### config.mk
export PLATFORM = sky130hd
export DESIGN_NAME = rx_port_scanner
export DESIGN_NICKNAME = d
export VERILOG_FILES = /design/src/rtl/rx_port_scanner.sv
export SDC_FILE = /design/constraint.sdc
export NUM_CORES = 1
export LEC_CHECK = 0
export ABC_CLOCK_PERIOD_IN_PS = 1700
export BUFFER_PORTS_ARGS = -buffer_cell sky130_fd_sc_hd__buf_2
export CAP_MARGIN = 20
export CORE_UTILIZATION = 50
export CTS_CLUSTER_SIZE = 8
export DETAILED_ROUTE_END_ITERATION = 10
export GPL_ROUTABILITY_DRIVEN = 0
export PLACE_DENSITY = 0.71
export SYNTH_ARGS = -nofsm -noshare
export SYNTH_HDL_FRONTEND = slang
export SYNTH_SLANG_ARGS = --single-unit
### constraint.sdc
create_clock -name clk -period 1.7 [get_ports clk]
set_input_delay 0.34 -clock clk [delete_from_list [all_inputs] [get_ports clk]]
set_output_delay 0.34 -clock clk [all_outputs]
set_load 0.005 [all_outputs]
### src/rtl/rx_port_scanner.sv
module rx_port_scanner #(
  parameter int CLK_HZ      = 27_000_000,
  parameter int DWELL_SEC   = 3,
  parameter int LOCK_CYCLES = 16
) (
  input  logic       clk,
  input  logic       rst_n,
  input  logic       sig_det,
  output logic       port_sel,
  output logic       locked,
  output logic       port_switch,
  output logic [1:0] hpd_n,
  output logic       edid_wp
);
  localparam int DWELL_CYCLES = CLK_HZ * DWELL_SEC;
  localparam int DW = $clog2(DWELL_CYCLES + 1);
  localparam int QW = $clog2(LOCK_CYCLES + 1);

  logic [1:0]    sync_q;
  logic [DW-1:0] dwell_q;
  logic [QW-1:0] qual_q;

  wire det     = sync_q[1];
  wire expire  = !det && (dwell_q == DW'(DWELL_CYCLES - 1));
  wire qualify = det && (qual_q == QW'(LOCK_CYCLES - 1));

  assign edid_wp = 1'b1;

  always_ff @(posedge clk) begin
    if (!rst_n) begin
      sync_q      <= '0;
      dwell_q     <= '0;
      qual_q      <= '0;
      port_sel    <= 1'b0;
      locked      <= 1'b0;
      port_switch <= 1'b0;
      hpd_n       <= 2'b11;
    end else begin
      sync_q      <= {sync_q[0], sig_det};
      hpd_n       <= 2'b00;
      port_switch <= expire;
      if (det) begin
        dwell_q <= '0;
        if (qual_q != QW'(LOCK_CYCLES)) qual_q <= qual_q + 1'b1;
        if (qualify) locked <= 1'b1;
      end else begin
        qual_q <= '0;
        locked <= 1'b0;
        if (expire) begin
          dwell_q  <= '0;
          port_sel <= ~port_sel;
        end else begin
          dwell_q <= dwell_q + 1'b1;
        end
      end
    end
  end

  p_hpd_low_r2: assert property (@(posedge clk) disable iff (!rst_n)
    $past(rst_n) |-> hpd_n == 2'b00);

  p_pulse_on_change_r4: assert property (@(posedge clk) disable iff (!rst_n)
    port_switch |-> port_sel != $past(port_sel));

  p_no_silent_change_r4: assert property (@(posedge clk) disable iff (!rst_n)
    ($past(rst_n) && !port_switch) |-> $stable(port_sel));

  p_single_pulse_r4: assert property (@(posedge clk) disable iff (!rst_n)
    port_switch |=> !port_switch);

  p_locked_holds_r7: assert property (@(posedge clk) disable iff (!rst_n)
    locked |=> !port_switch);

  p_wp_high_r9: assert property (@(posedge clk) edid_wp);
endmodule

* Word-level counts from Yosys, hierarchy flattened *
Cells that the tools add are included.

operators by class
  add/sub/neg operators = 2
  equality and inequality tests = 3
  muxes and demuxes = 1
  bitwise operators = 3
  reduce and logical (&&, ||, !) cells = 6

operators by type and width
  cell                     number
  $add A27 B1 Y27 const B  1
  $eq A27 B27 Y1 const B   1
  $add A5 B1 Y5 const B    1
  $eq A5 B4 Y1 const B     1
  $ne A5 B5 Y1 const B     1
  $reduce_and A2 Y1        2
  $not A1 Y1               3
  $reduce_or A3 Y1         1
  $logic_and A1 B1 Y1      2
  $mux W2                  1
  $logic_not A1 Y1         1

word-level totals
  register bits = 39
  output and inout bits = 6

* Logic depth before layout (Yosys ltp) *
Gate-level depths: netlist of run 1.

  depth in word-level cells = 3
  gate-level depth with buffers = 6

* Worst setup path after synthesis of run 1 *
No wires, ideal clock.

  path kind = flip-flop to flip-flop
  from = reg dwell_q[24]
  to = reg dwell_q[20]
  setup time = 0.125 ns
  arrival time = 1.378 ns
  data required time = 1.575 ns
  slack = 0.197 ns
  stages on the path, launching flop included = 6
  period minus slack after synthesis = 1.503 ns
  cells stage by stage = dfxtp_1 > nor4_1 > nand4_1 > o21ai_2 > buf_4 > a21oi_1

on the way
  cells in the longest elaborated chain, start to end = 3

ends and longest elaborated chain
  element                            RTL line  source
  start: declaration                 20        logic [DW-1:0] dwell_q;
  start signal: assignment           53        dwell_q <= dwell_q + 1'b1;
  $eq A27 B27 Y1                     24        wire expire = !det && (dwell_q == DW'(DWELL_CYCLES - 1));
  $logic_and A1 B1 Y1                24
  $reduce_or A3 Y1 (no source line)  --

Every way passes these cells.
A chain may end at the register's enable or synchronous reset.

* Worst setup path after layout of run 1 *
  from = reg dwell_q[14]
  to = reg dwell_q[21]

on the way
  cells in the longest elaborated chain, start to end = 3

ends and longest elaborated chain
  element
  parallel branches: the longest is 3 deep, another holds $add A27 B1 Y27

Several ways; the timed one is not identified.

==> results.toml, run 1 <==
[run_status]
status = "complete, no violations"

[floorplanning]
die_x_um = 61.3
dieArea_um2 = 3750
initial_core_util_pct = 52.2
fp-row-count = 21
core_area_um2 = 3360
io_pins = 9
die_height_um = 61.3

[global_route]
grt_pass1_wl_mm = 5.72
grt_max_degree = 28
gr-total-overflow = 0
grt_usage_pct = 21.1
grt_pass1_vias = 1316
antenna_found_initial = 0

[sta]
fmax_ghz = 0.627
fin_setup_tns_ns = 0
timing.final.crit_share_pct = 93.9
post-route-min-period_ns = 1.60
rsz0062_at_grt = "false"
setup_viol = 0
final-hold-violation-count = 0
fin_worst_skew_ns = 0.0177
report.final.slew_viol_count = 0
setup_ws_ns = 0.104

[finish]
drive_above_1_share_pct = 20.0
diodes = 0
fin_cells = 261
stdcell_area_um2 = 1970
area_growth_pct = 11.9
fin_nets = 221

[detailed_routing]
via_per_inst = 5.77
routedWlPerCell_um = 13.8
drt_iter0_drc = 110
drt-total-wl_mm = 3.60
drc = 0
firstDrtPassIters = 4
final_antenna_net_count = 0
vias = 1507

[synth]
syn_avg_cell_area_um2 = 8.74
synth_top_area_share_pct = 43.3
synth.ff_latch_count = 38
synth_warnings = 0
yosysMostFrequentCell = "dfxtp_1"
synth_top_family_by_area = "simple AND/OR/NAND/NOR gates"
synth_common_cells = "dfxtp_1, nor2_1, a21oi_1, nand4_1, nand2_1"
synth_edf_count = 0
muxShareOfSynthArea_pct = 0
netlist_area_um2 = 1760
synth.net_count = 208
yosys.area_share.simple_pct = 30.8
syn_inst = 201
yosysTopAreaCell = "dfxtp_1"
synth-xor-area-share_pct = 6.48
synth_fa_ha_area_share_pct = 2.85
ys_seq_area_share_pct = 43.3
synth_ff_type = "dfxtp_1"
ys_async_sr_fraction_pct = 0
synth_area_leaders = "dfxtp_1, nand4_1, xor2_1, a21oi_1, nor2_1"
synth_cell_type_count = 32
synth_compound_area_share_pct = 10.8

[power_and_ir_drop]
power.density_nw_per_um2 = 795
peakVddDrop_mv = 0.293
p_leak_nw = 0.689
total_power_w = 0.00156

[clock_tree]
clkSlewWorstSetupHoldPaths_ns = 0.12
clk_latency_ns = 0.35
numCtsBuffers = 5
clock_path_buffers = 2
cts_sinks = 38
htreeDepth = 2
clock-root-buffer = "clkbuf_4"
cts_tree = "yes"
post_cts_buffers = 0

[setup_path]
crit_required_ns = 1.99
crit_path_start_kind = "flop"
crit_fanout = 6
crit_arrival_ns = 1.89
crit_path_end_kind = "flop"
crit_type = "reg -> reg"

[min_path]
hold_path_class = "in -> reg"

[place]
dpl-instance-area_um2 = 1870
place_inst = 253
dp_hpwl_mm = 2.57
portBuffers = 7
dp_slack_ns = 0.0509

[job]
cap_violations = 0
==> worst max-delay path: stages (launching register included) <==
cell,delay [ns]
dfxtp_1,0.41
nand2_1,0.12
or4_1,0.55
or3_1,0.32
a21oi_1,0.14
==> repair_timing <==
action	4_1_cts	5_1_grt
hold buffers	0	0
resized for setup	0	12
endpoints found under the setup margin	0	21
hold endpoints to repair	0	0
==> worst paths after layout <==
kind | start | end | slack, ns | cells past startpoint
max reg2reg | dwell_q[14] | dwell_q[21] | 0.10 | 4
min reg2reg | dwell_q[0] | dwell_q[0] | 0.45 | 1
max | dwell_q[14] | dwell_q[21] | 0.10 | 4
min | sig_det | sync_q[0] | 0.21 | 2
==> metal layers <==
metal / vias up / GRT usage [%] / wire [µm]
met5: - / 0 / 0
met4: 0 / 11.0 / 71
met3: 9 / 7.14 / 217
met2: 49 / 32.6 / 1700
met1: 700 / 26.1 / 1600
li1: 749 / - / -
==> registers in the layout, summed over array words and instances, names as in the netlist <==
register,count
port_switch,1
port_sel,1
sync_q,2
locked,1
dwell_q,27
qual_q,5
hpd_n,1
==> kinds of logic (layout without fill, tap and decap cells) <==
logic type      Yosys count  after routing
compound gates           33             33
xor+xnor                 13             13
other cells               1              1
flops                    38             38
buf+inv                  18             32
fa+ha+maj                 4              4
simple gates             94             94
==> cell type report <==
| cell class | instances | area (µm²) |
|---|---|---|
| fillers | 303 | 1400 |
| well taps | 46 | 57.6 |
| clock buffers | 7 | 45.0 |
| inverters | 7 | 26.3 |
| flip-flops and latches | 38 | 771 |
| clock inverters | 1 | 30.0 |
| multi-input cells | 145 | 913 |
| repair buffers | 17 | 123 |
==> cells in the final DEF (no fill, tap or decap), drive strengths merged <==
cell / netlist / routed
nor4bb: 1 / 1
clkbuf: 2 / 7
bufinv: 0 / 1
or4: 6 / 6
o31ai: 5 / 5
and4: 4 / 4
nor3: 2 / 2
nor4: 3 / 3
a31o: 2 / 2
xnor2: 3 / 3
a21oi: 17 / 17
conb: 1 / 1
buf: 9 / 17
o21ai: 9 / 9
nand3: 8 / 8
or2: 2 / 2
xor2: 10 / 10
or3: 8 / 8
nor4b: 1 / 1
nor2: 20 / 20
nand2: 13 / 13
nand4: 16 / 16
and2: 5 / 5
or4b: 1 / 1
ha: 4 / 4
inv: 7 / 7
dfxtp: 38 / 38
and3: 4 / 4
==> where the power goes <==
part | switching, W | leakage, nW | internal (W)
sequential | 0.00000576 | 0.312 | 0.000899
clock | 0.000290 | 0.0395 | 0.000312
combinational | 0.0000327 | 0.338 | 0.0000232
==> through the flow <==
| step | hold slack (ns) | util [%] |
|---|---|---|
| global route | 0.211 | 58.4 |
| finish | 0.214 | 58.4 |
| CTS | 0.204 | 57.7 |
| global placement | 0.423 | 55.5 |
| floorplan | 0.412 | - |
| detailed placement | 0.430 | 55.5 |
Power figures use the tool's default switching activity.
==> inputs of run 2 (changes only) <==
Settings changed: PLACE_DENSITY 0.71 to 0.67.
==> results.toml, run 2 (same netlist as run 1, synthesis figures left out) <==
[run_status]
status = "complete, no violations"

[finish]
diodes = 0
largest-register = "dwell_q"
drive_above_1_share_pct = 19.4
fin_cells = 257
fin_nets = 219
mostFrequentLayoutCells = "dfxtp_1, nor2_1, a21oi_1, nand4_1, nand2_1"
area_growth_pct = 9.97
final_common_cell = "dfxtp_1"
reg_top3 = "dwell_q: 27 flops, qual_q: 5 flops, sync_q: 2 flops"
largest_register_ffs = 27
final_util_pct = 57.4
stdcell_area_um2 = 1930

[setup_path]
crit_type = "reg -> reg"
r2r.worst_path.cells = 4
crit_required_ns = 1.97
r2r_start = "dwell_q[14]"
rrSetupSlack_ns = 0.08
crit_fanout = 6
regToRegEndpoint = "dwell_q[21]"
crit_arrival_ns = 1.90
crit_path_start_kind = "flop"
crit_path_end_kind = "flop"

[sta]
rsz0062_at_grt = "false"
setup_viol = 0
timing.final.crit_share_pct = 95.6
report.final.slew_viol_count = 0
fin_setup_tns_ns = 0
final-hold-violation-count = 0
post-route-min-period_ns = 1.62
fin_worst_skew_ns = 0.0115
fmax_ghz = 0.616

[min_path]
worstHoldEndpoint = "sync_q[0]"
hold_path_class = "in -> reg"
hp-start = "sig_det"
hold_depth = 2

[place]
place_inst = 251
portBuffers = 7
dpl-instance-area_um2 = 1850
dp_hpwl_mm = 2.59

[clock_tree]
cts_tree = "yes"
numCtsBuffers = 5
htreeDepth = 2
cts_hold_buffers = 0
clock-root-buffer = "clkbuf_4"
clkSlewWorstSetupHoldPaths_ns = 0.10
post_cts_buffers = 0
cts_sinks = 38
cts_resized = 0
clock_path_buffers = 2
clk_latency_ns = 0.34

[floorplanning]
die_x_um = 61.3
fp-row-count = 21
dieArea_um2 = 3750
io_pins = 9
die_height_um = 61.3
core_area_um2 = 3360
initial_core_util_pct = 52.2

[global_route]
grt_pass1_vias = 1310
gr-total-overflow = 0
antenna_found_initial = 0
grt_max_degree = 28
grt_pass1_wl_mm = 5.64
grt_usage_pct = 20.8

[power_and_ir_drop]
peakVddDrop_mv = 0.470
power.density_nw_per_um2 = 730
total_power_w = 0.00141
p_leak_nw = 0.670

[job]
cap_violations = 0

[detailed_routing]
final_antenna_net_count = 0
vias = 1435
drt_iter0_drc = 89
drc = 0
via_per_inst = 5.58
drt-total-wl_mm = 3.49
firstDrtPassIters = 4
routedWlPerCell_um = 13.6
==> run 2: changes by cell type in the layout (fill, tap and decap cells not counted), sizes merged <==
| cell | before | now |
|---|---|---|
| clkbuf | 7 | 6 |
| buf | 17 | 15 |
| bufinv | 1 | 0 |
==> run 2: metrics by stage <==
| stage | setup WS [ns] | hold WS [ns] |
|---|---|---|
| 2_1_floorplan | 0.197 | 0.412 |
| 3_3_place_gp | 0.0815 | 0.424 |
| 3_5_place_dp | 0.0408 | 0.437 |
| 4_1_cts | 0.0133 | 0.205 |
| 5_1_grt | 0.0147 | 0.209 |
| 6_report | 0.0755 | 0.217 |
==> run 2: worst max-delay path by stage <==
stage | from | end | slack, ns | cells after the start
floorplan | dwell_q[24] | dwell_q[20] | 0.20 | 5
global placement | dwell_q[6] | dwell_q[26] | 0.08 | 4
detailed placement | dwell_q[6] | dwell_q[26] | 0.04 | 4
CTS | dwell_q[12] | dwell_q[21] | 0.01 | 4
global route | dwell_q[14] | dwell_q[21] | 0.01 | 4
finish | dwell_q[14] | dwell_q[21] | 0.08 | 4
==> run 2: cell type report <==
type	instances	area, µm²
Inverter	7	26.3
Sequential cell	38	769
Tap cell	46	57.6
Clock buffer	6	51.3
Fill cell	339	1430
Timing Repair Buffer	15	108
Multi-Input combinational cell	145	920
==> run 2: power breakdown <==
part | switching [W] | internal, W
Combinational | 0.0000327 | 0.0000230
Sequential | 0.00000586 | 0.000899
Clock | 0.000263 | 0.000186
Total | 0.000301 | 0.00111
==> run 2: metal layers <==
metal | vias to the layer above | part of all wire [%] | track usage (%)
met5 | - | 0 | 0
met1 | 663 | 50 | 27.1
li1 | 746 | - | -
met3 | 5 | 3.0 | 6.30
met2 | 21 | 46 | 31.4
met4 | 0 | 1.4 | 9.74
==> run 2: critical path: stages, from the launching register on <==
cell     delay, ns
dfxtp_1       0.41
nand2_1       0.13
or4_1         0.54
or3_1         0.32
a21oi_1       0.15
